$ cat src/rtl/ts_pkg.sv
package ts_pkg;

    typedef enum logic [1:0] {
        TCK_DIVIDER = 2'd0,
        TCK_BUSBIT  = 2'd1,
        TCK_EVENT   = 2'd2,
        TCK_NONE    = 2'd3
    } tick_src_e;

    localparam logic [7:0] CODE_SHIFT0 = 8'h70;
    localparam logic [7:0] CODE_SHIFT1 = 8'h71;
    localparam logic [7:0] CODE_INC    = 8'h7C;
    localparam logic [7:0] CODE_LOAD   = 8'h7D;

endpackage

$ cat src/rtl/ts_sec_assembler.sv
module ts_sec_assembler #(
    parameter int SEC_W = 32
) (
    input  logic             clk,
    input  logic             rst_n,
    input  logic             bit_valid,
    input  logic             bit_val,
    input  logic             load,
    output logic [SEC_W-1:0] shift_q,
    output logic [SEC_W-1:0] sec_q
);

    typedef struct packed {
        logic [SEC_W-1:0] shift;
        logic [SEC_W-1:0] sec;
    } asm_st_t;

    asm_st_t st_d, st_q;

    always_comb begin
        st_d = st_q;
        if (bit_valid) begin
            st_d.shift = {st_q.shift[SEC_W-2:0], bit_val};
        end
        if (load) begin
            st_d.sec = st_q.shift;
        end
    end

    always_ff @(posedge clk) begin
        if (!rst_n) begin
            st_q <= '0;
        end else begin
            st_q <= st_d;
        end
    end

    assign shift_q = st_q.shift;
    assign sec_q   = st_q.sec;

endmodule

$ cat src/rtl/ts_tick_gen.sv
module ts_tick_gen
    import ts_pkg::*;
#(
    parameter int PRESC_W     = 16,
    parameter int SYNC_STAGES = 2
) (
    input  logic               clk,
    input  logic               rst_n,
    input  logic [1:0]         src,
    input  logic [PRESC_W-1:0] presc_div,
    input  logic               restart,
    input  logic               dbus_in,
    input  logic               inc_evt,
    output logic               tick
);

    localparam int LAST = SYNC_STAGES - 1;

    typedef struct packed {
        logic [PRESC_W-1:0]     pcnt;
        logic [SYNC_STAGES-1:0] sync;
        logic                   prev;
    } tg_st_t;

    tg_st_t st_d, st_q;

    logic [SYNC_STAGES-1:0] sync_next;
    logic [PRESC_W-1:0]     div_last;
    logic                   div_tick;
    logic                   bus_edge;
    tick_src_e              src_e;

    // synchroniser chain: stage 0 samples the pin, later stages follow
    for (genvar g = 0; g < SYNC_STAGES; g++) begin : g_sync
        if (g == 0) begin : g_first
            assign sync_next[g] = dbus_in;
        end else begin : g_next
            assign sync_next[g] = st_q.sync[g-1];
        end
    end

    always_comb begin
        src_e    = tick_src_e'(src);
        div_last = (presc_div == '0) ? '0 : presc_div - 1'b1;
        div_tick = (st_q.pcnt >= div_last);
        bus_edge = st_q.sync[LAST] & ~st_q.prev;

        st_d      = st_q;
        st_d.sync = sync_next;
        st_d.prev = st_q.sync[LAST];
        if (restart || div_tick) begin
            st_d.pcnt = '0;
        end else begin
            st_d.pcnt = st_q.pcnt + 1'b1;
        end

        case (src_e)
            TCK_DIVIDER: tick = div_tick;
            TCK_BUSBIT:  tick = bus_edge;
            TCK_EVENT:   tick = inc_evt;
            default:     tick = 1'b0;
        endcase
    end

    always_ff @(posedge clk) begin
        if (!rst_n) begin
            st_q <= '0;
        end else begin
            st_q <= st_d;
        end
    end

endmodule

$ cat src/rtl/evt_timestamp.sv
module evt_timestamp
    import ts_pkg::*;
#(
    parameter int SEC_W       = 32,
    parameter int TS_W        = 32,
    parameter int PRESC_W     = 16,
    parameter int SYNC_STAGES = 2
) (
    input  logic               clk,
    input  logic               rst_n,
    input  logic               evt_valid,
    input  logic [7:0]         evt_code,
    input  logic               hold_req,
    input  logic [1:0]         tick_sel,
    input  logic [PRESC_W-1:0] presc_div,
    input  logic               dbus_tick,
    output logic [SEC_W-1:0]   sec_now,
    output logic [TS_W-1:0]    ts_now,
    output logic [SEC_W-1:0]   sec_hold,
    output logic [TS_W-1:0]    ts_hold
);

    typedef struct packed {
        logic [TS_W-1:0]  ts;
        logic [SEC_W-1:0] sec_l;
        logic [TS_W-1:0]  ts_l;
    } top_st_t;

    top_st_t st_d, st_q;

    logic             is_bit, is_load, is_inc, tick;
    logic [SEC_W-1:0] sec_shift;

    always_comb begin
        is_bit  = evt_valid && ((evt_code == CODE_SHIFT0) || (evt_code == CODE_SHIFT1));
        is_load = evt_valid && (evt_code == CODE_LOAD);
        is_inc  = evt_valid && (evt_code == CODE_INC);
    end

    ts_sec_assembler #(.SEC_W(SEC_W)) u_asm (
        .clk       (clk),
        .rst_n     (rst_n),
        .bit_valid (is_bit),
        .bit_val   (evt_code == CODE_SHIFT1),
        .load      (is_load),
        .shift_q   (sec_shift),
        .sec_q     (sec_now)
    );

    ts_tick_gen #(.PRESC_W(PRESC_W), .SYNC_STAGES(SYNC_STAGES)) u_tick (
        .clk       (clk),
        .rst_n     (rst_n),
        .src       (tick_sel),
        .presc_div (presc_div),
        .restart   (is_load),
        .dbus_in   (dbus_tick),
        .inc_evt   (is_inc),
        .tick      (tick)
    );

    always_comb begin
        st_d = st_q;
        if (is_load) begin
            st_d.ts = '0;
        end else if (tick) begin
            st_d.ts = st_q.ts + 1'b1;
        end
        // capture uses register outputs, i.e. values before this edge
        if (hold_req) begin
            st_d.sec_l = sec_now;
            st_d.ts_l  = st_q.ts;
        end
    end

    always_ff @(posedge clk) begin
        if (!rst_n) begin
            st_q <= '0;
        end else begin
            st_q <= st_d;
        end
    end

    assign ts_now   = st_q.ts;
    assign sec_hold = st_q.sec_l;
    assign ts_hold  = st_q.ts_l;

endmodule


$ cat config.mk
export PLATFORM = sky130hd
export DESIGN_NAME = evt_timestamp
export DESIGN_NICKNAME = d
export VERILOG_FILES = /design/src/rtl/ts_pkg.sv /design/src/rtl/ts_sec_assembler.sv /design/src/rtl/ts_tick_gen.sv /design/src/rtl/evt_timestamp.sv
export SDC_FILE = /design/constraint.sdc
export NUM_CORES = 1
export LEC_CHECK = 0
export ABC_AREA = 0
export BUFFER_PORTS_ARGS = -buffer_cell sky130_fd_sc_hd__buf_2
export CORE_UTILIZATION = 45
export DETAILED_ROUTE_END_ITERATION = 7
export PLACE_DENSITY = 0.68
export REMOVE_ABC_BUFFERS = 1
export SLEW_MARGIN = 20
export SYNTH_ARGS = -nofsm -noshare
export SYNTH_HDL_FRONTEND = slang
export SYNTH_SLANG_ARGS = --single-unit
$ cat constraint.sdc
create_clock -name clk -period 12.13 [get_ports clk]
set_input_delay 2.426 -clock clk [delete_from_list [all_inputs] [get_ports clk]]
set_output_delay 2.426 -clock clk [all_outputs]
set_load 0.02 [all_outputs]
==> After elaboration in Yosys (flattened, before gate mapping) <==
Cells that the tools add are included.
{ "word_totals": {"elab_cells": 32, "out_inout_bits": 128, "inputBits": 31, "reg_bits": 179} }
{ "op_classes": {"n_eq_ne": 6, "n_reduce_logical": 9, "n_lt_le_gt_ge": 1, "bitwise_logic": 3, "muxes": 2, "n_addsub": 3} }
{ "ops": {"columns": ["cell", "n"], "rows": [
  ["$add A32 B1 Y32 const B", 1],
  ["$eq A8 B7 Y1 const B", 4],
  ["$add A16 B1 Y16 const B", 1],
  ["$ge A16 B16 Y1", 1],
  ["$logic_not A16 Y1", 1],
  ["$mux W16", 1],
  ["$sub A16 B1 Y16 const B", 1],
  ["$reduce_or A2 Y1", 2],
  ["$logic_and A1 B1 Y1", 3],
  ["$pmux W1 S3", 1],
  ["$eq A2 B1 Y1 const B", 1],
  ["$eq A2 B2 Y1 const B", 1],
  ["$logic_not A2 Y1", 1],
  ["$logic_or A1 B1 Y1", 2],
  ["$not A1 Y1", 2],
  ["$and A1 B1 Y1", 1]
]} }

==> Longest topological paths before layout <==
{ "depth": {"ltp_word": 5, "ltp_mapped": 16, "depth_no_buf": 13} }

==> By module <==
From an unflattened synthesis, not the netlist that was laid out.
{ "hier_totals": {"cells_unflattened": 787, "hier_area_um2": 7940.1} }
{ "modules_own_cells": {"columns": ["module", "n_inst", "area_per_inst_um2", "seq_area_each_um2", "cells_per_inst"], "rows": [
  ["evt_timestamp", 1, 3970.1, 1921.8, 396],
  ["ts_sec_assembler", 1, 2492.4, 1281.2, 207],
  ["ts_tick_gen", 1, 1477.7, 380.4, 184]
]} }

==> Worst setup path before layout <==
No wires, ideal clock.
{ "synth_path": {"path_type": "input to register", "startpoint": "in presc_div[11]", "endpoint": "reg st_q (netlist bit ts_now[27])", "required_time_ps": 12060, "arrival_ps": 5985, "path_slack_ps": 6075, "n_path_buf": 4, "setup_ps": 70, "stages": 16, "path_cell_list": "or3_1 -> or2_1 -> or3_1 -> or4b_1 -> clkbuf_2 -> buf_6 -> nand2_1 -> ha_1 -> a21oi_1 -> o21ai_0 -> or3_1 -> o31ai_2 -> clkbuf_1 -> clkbuf_1 -> o31ai_1 -> a21oi_1"} }
{ "synth_between": {"elab_chain_cells": 4, "elab_cells_between_ends": 5, "classes_between": "add/sub (1); order compare (1); mux (2); reduce/logical (1)"} }
{ "synth_rtl": {"columns": ["item", "line_no", "source"], "rows": [
  ["start, declared", "evt_timestamp.sv:15", "input logic [PRESC_W-1:0] presc_div,"],
  ["$sub A16 B1 Y16 or $logic_not A16 Y1 (tied branches)", "ts_tick_gen.sv:44", "div_last = (presc_div == '0) ? '0 : presc_div - 1'b1;"],
  ["$mux W16 (*)", "ts_tick_gen.sv:44", null],
  ["$ge A16 B16 Y1 (*)", "ts_tick_gen.sv:45", "div_tick = (st_q.pcnt >= div_last);"],
  ["$pmux W1 S3 (*)", "ts_tick_gen.sv:57", "case (src_e)"],
  ["end signal, assigned", "evt_timestamp.sv:79", "st_q <= st_d;"],
  ["end, declared", "evt_timestamp.sv:29", "top_st_t st_d, st_q;"]
]} }
Mark *: on every way between the ends. The rest lies on a longest branch, timed or not.
A chain may end at the register's enable or synchronous reset.

==> Worst setup path in the final report <==
{ "layout_path": {"startpoint": "in presc_div[11]", "endpoint": "reg st_q (netlist bit ts_now[19])"} }
The elaborated chain is that of the path after synthesis.

==> impl_metrics.tcl <==
set metrics [dict create \
    routed_wl_mm 16.4 \
    rsz0062_at_grt "false" \
    slew_headroom_pct 41.8 \
    synth-simple-area-share_pct 24.2 \
    path_class "input pin to register" \
    synth-xor-area-share_pct 3.15 \
    wire_per_inst_um 13.3 \
    grt_pass1_vias 5787 \
    die_w_um 133 \
    reg2reg_to "ts_now[19]" \
    first_pass_iters 4 \
    arrival_ns 6.50 \
    finalPower_uw 1220 \
    fin_tns_setup_ns 0 \
    area_delta_synth_final_pct 19.8 \
    crit_path_end_kind "register" \
    start_kind "input pin" \
    finalMaxSlewViolations 0 \
    yosysUniqueCellTypes 41 \
    gp_congestion 0.855 \
    root_buffer "clkbuf_16" \
    yosysWarnings 0 \
    whs_ns 0.448 \
    path_clk_slew_ns 0.07 \
    synth_seq_cells 179 \
    fin_crit_ns 6.16 \
    max-vdd-ir-drop_uv 93.4 \
    hold_class "register to register" \
    maxCapViolations 0 \
    cts_buffer_depth 2 \
    hold_violations 0 \
    drtIter0Drc 330 \
    reg2reg_from "u_tick.st_q[16]" \
    htree_levels 4 \
    synthAdderAreaFrac_pct 3.22 \
    fin_util_pct 55.8 \
    clk_latency_ns 0.42 \
    synth_cells 868 \
    fp.coreArea_um2 16700 \
    route.detailed.drc 0 \
    clkPwrFrac_pct 47.0 \
    cts_resized 0 \
    setup_viol 0 \
    grt_pass1_wl_mm 28.0 \
    ant_nets 0 \
    cp.required_ns 12.47 \
    holdPathEnd "u_tick.st_d[0]" \
    cts_tree "yes" \
    num_rows 47 \
    cts.sinks 179 \
    comb_power_share_pct 4.4 \
    max_slew.worst_pin.slew_ns 0.874 \
    antenna_found_initial 0 \
    numCtsBuffers 17 \
    clock_skew_ns 0.00940 \
    fill_cells 1557 \
    syn-cell-area_um2 7780 \
    ys_seq_area_share_pct 46.1 \
    grt_max_degree 107 \
    nNetsFinal 1048 \
    hold_depth 1 \
    hold_path.startpoint "u_tick.st_d[2]" \
    fmax_ghz 0.162 \
    die_height_um 133 \
    grtUsageTotal_pct 19.2 \
    dieArea_um2 17800 \
    io_buffers 158 \
    overflow 0 \
    rrSetupSlack_ns 9.41 \
    ctsHoldBuffers 0 \
    seqPwrFrac_pct 48.7 \
    synth_compound_area_share_pct 12.1 \
    via_per_inst 5.15 \
    synth_top_family_by_area "simple AND/OR/NAND/NOR gates" \
    vias 6332 \
    status "finished, final reports clean" \
    p_per_area_nw_per_um2 131 \
    startpoint "presc_div[11]" \
    ff2ff_path_depth 8 \
    cp_max_fo 59 \
    p_leak_uw 0.00382 \
    syn_area_per_cell_um2 8.96 \
    cts_setup_buffers 0 \
    drive_gt1_share_pct 20.0 \
    start_util_pct 46.6 \
    hpwl_mm 10.8 \
    io_pins 159 \
    netSwitchingPower_uw 263 \
    period_share_pct 50.8 \
    p_int_uw 953 \
    antenna_cells_inserted 0 \
    swShare_pct 21.6 \
    synthMuxAreaShare_pct 8.24 \
]
[how the worst max path moves through the flow]
stage,endpoint,cells past startpoint
4_1_cts,ts_now[15],14
6_report,ts_now[19],14
5_1_grt,ts_now[9],14
3_3_place_gp,ts_now[27],14
2_1_floorplan,ts_now[10],12
3_5_place_dp,ts_now[19],14
[cell type report]
class                           instances  area [µm²]  share of cell area, %
Tap cell                              220         275                   2.95
Multi-Input combinational cell        629        3980                   42.7
Sequential cell                       179        3580                   38.5
Clock buffer                           20         467                   5.01
Clock inverter                         11         153                   1.64
Inverter                                7        26.3                  0.282
Timing Repair Buffer                  163         837                   8.98
[synthesized netlist by cell type, drive strengths merged]
cell type | n | area, µm²
o21ai | 18 | 90.1
o22ai | 1 | 6.26
nand3 | 20 | 100
nand2b | 3 | 18.8
nand4 | 14 | 87.6
inv | 7 | 26.3
o31ai | 14 | 110
o211ai | 1 | 7.51
ha | 20 | 250
nor2 | 25 | 93.8
nand4bb | 1 | 11.3
xnor2 | 9 | 78.8
nand2 | 169 | 634
clkbuf | 44 | 166
nor4 | 2 | 12.5
a311oi | 1 | 15.0
a21boi | 64 | 480
o21a | 2 | 15.0
nand3b | 2 | 15.0
a21oi | 38 | 190
o41ai | 2 | 17.5
or4b | 4 | 40.0
nor2b | 65 | 407
and3 | 9 | 56.3
dfxtp | 179 | 3580
or2 | 4 | 25.0
nor3 | 9 | 45.0
xor2 | 19 | 166
mux2i | 64 | 641
and2 | 8 | 50.1
nand4b | 1 | 8.76
and4 | 6 | 52.6
buf | 9 | 43.8
a21o | 1 | 7.51
or4 | 15 | 113
or3 | 18 | 113
[power groups by stage]
stage	logic [µW]	registers [µW]	clock network, µW
after global placement	53.1	605	0
after floorplan	27.3	605	0
after CTS	53.9	592	581
final	53.1	592	571
after global routing	59.1	592	609
after detailed placement	53.8	605	0
[worst max-delay path, cell delays in order]
cell,delay [ns]
buf_2,0.11
or3_1,0.37
or2_1,0.23
or3_1,0.32
or4b_1,0.75
nand2_1,0.14
ha_1,0.16
nand4_1,0.13
or3_1,0.42
a311oi_2,0.33
o31ai_4,0.10
buf_4,0.29
or4_1,0.55
a21oi_1,0.15
[through the flow]
| stage | cells | setup slack [ns] | area [µm²] |
|---|---|---|---|
| 2_1_floorplan | 815 | 5.02 | 7570 |
| 3_3_place_gp | 1198 | 5.62 | 8690 |
| 3_5_place_dp | 1198 | 5.54 | 8690 |
| 4_1_cts | 1229 | 5.99 | 9310 |
| 5_1_grt | 1229 | 5.75 | 9320 |
| 6_report | 1229 | 5.97 | 9320 |
[placed cells by master (no fill, tap or decap), types with 9 or more instances in the layout]
| cell | instances |
|---|---|
| a21boi_0 | 64 |
| a21oi_1 | 38 |
| and3_1 | 9 |
| buf_2 | 156 |
| clkbuf_16 | 17 |
| dfxtp_1 | 179 |
| ha_1 | 20 |
| mux2i_1 | 64 |
| nand2_1 | 168 |
| nand3_1 | 20 |
| nand4_1 | 14 |
| nor2_1 | 25 |
| nor2b_1 | 65 |
| nor3_1 | 9 |
| o21ai_0 | 18 |
| o31ai_1 | 13 |
| or3_1 | 18 |
| or4_1 | 14 |
| xnor2_1 | 9 |
| xor2_1 | 19 |
[sequential cells by signal, summed over array words and instances (netlist names)]
name	count
sec_hold	32
ts_hold	32
ts_now	32
u_asm.sec_q	32
u_asm.shift_q	32
u_tick.st_d	2
u_tick.st_q	17
[layer usage]
layer | up-vias | GRT usage [%] | share of wire, %
li1 | 3240 | - | -
met1 | 2959 | 25.4 | 49
met2 | 122 | 31.2 | 46
met3 | 11 | 4.26 | 4.1
met4 | 0 | 5.49 | 0.91
met5 | - | 0 | 0
[cell families after synthesis]
family | after synthesis
muxes | 64
and+or+nand+nor | 375
xor gates and xnor gates | 28
DFF | 179
buffers and inverters | 60
AOI/OAI and AO/OA | 142
adders and majority gates | 20
Note: power is estimated with default switching activity, not from simulation.
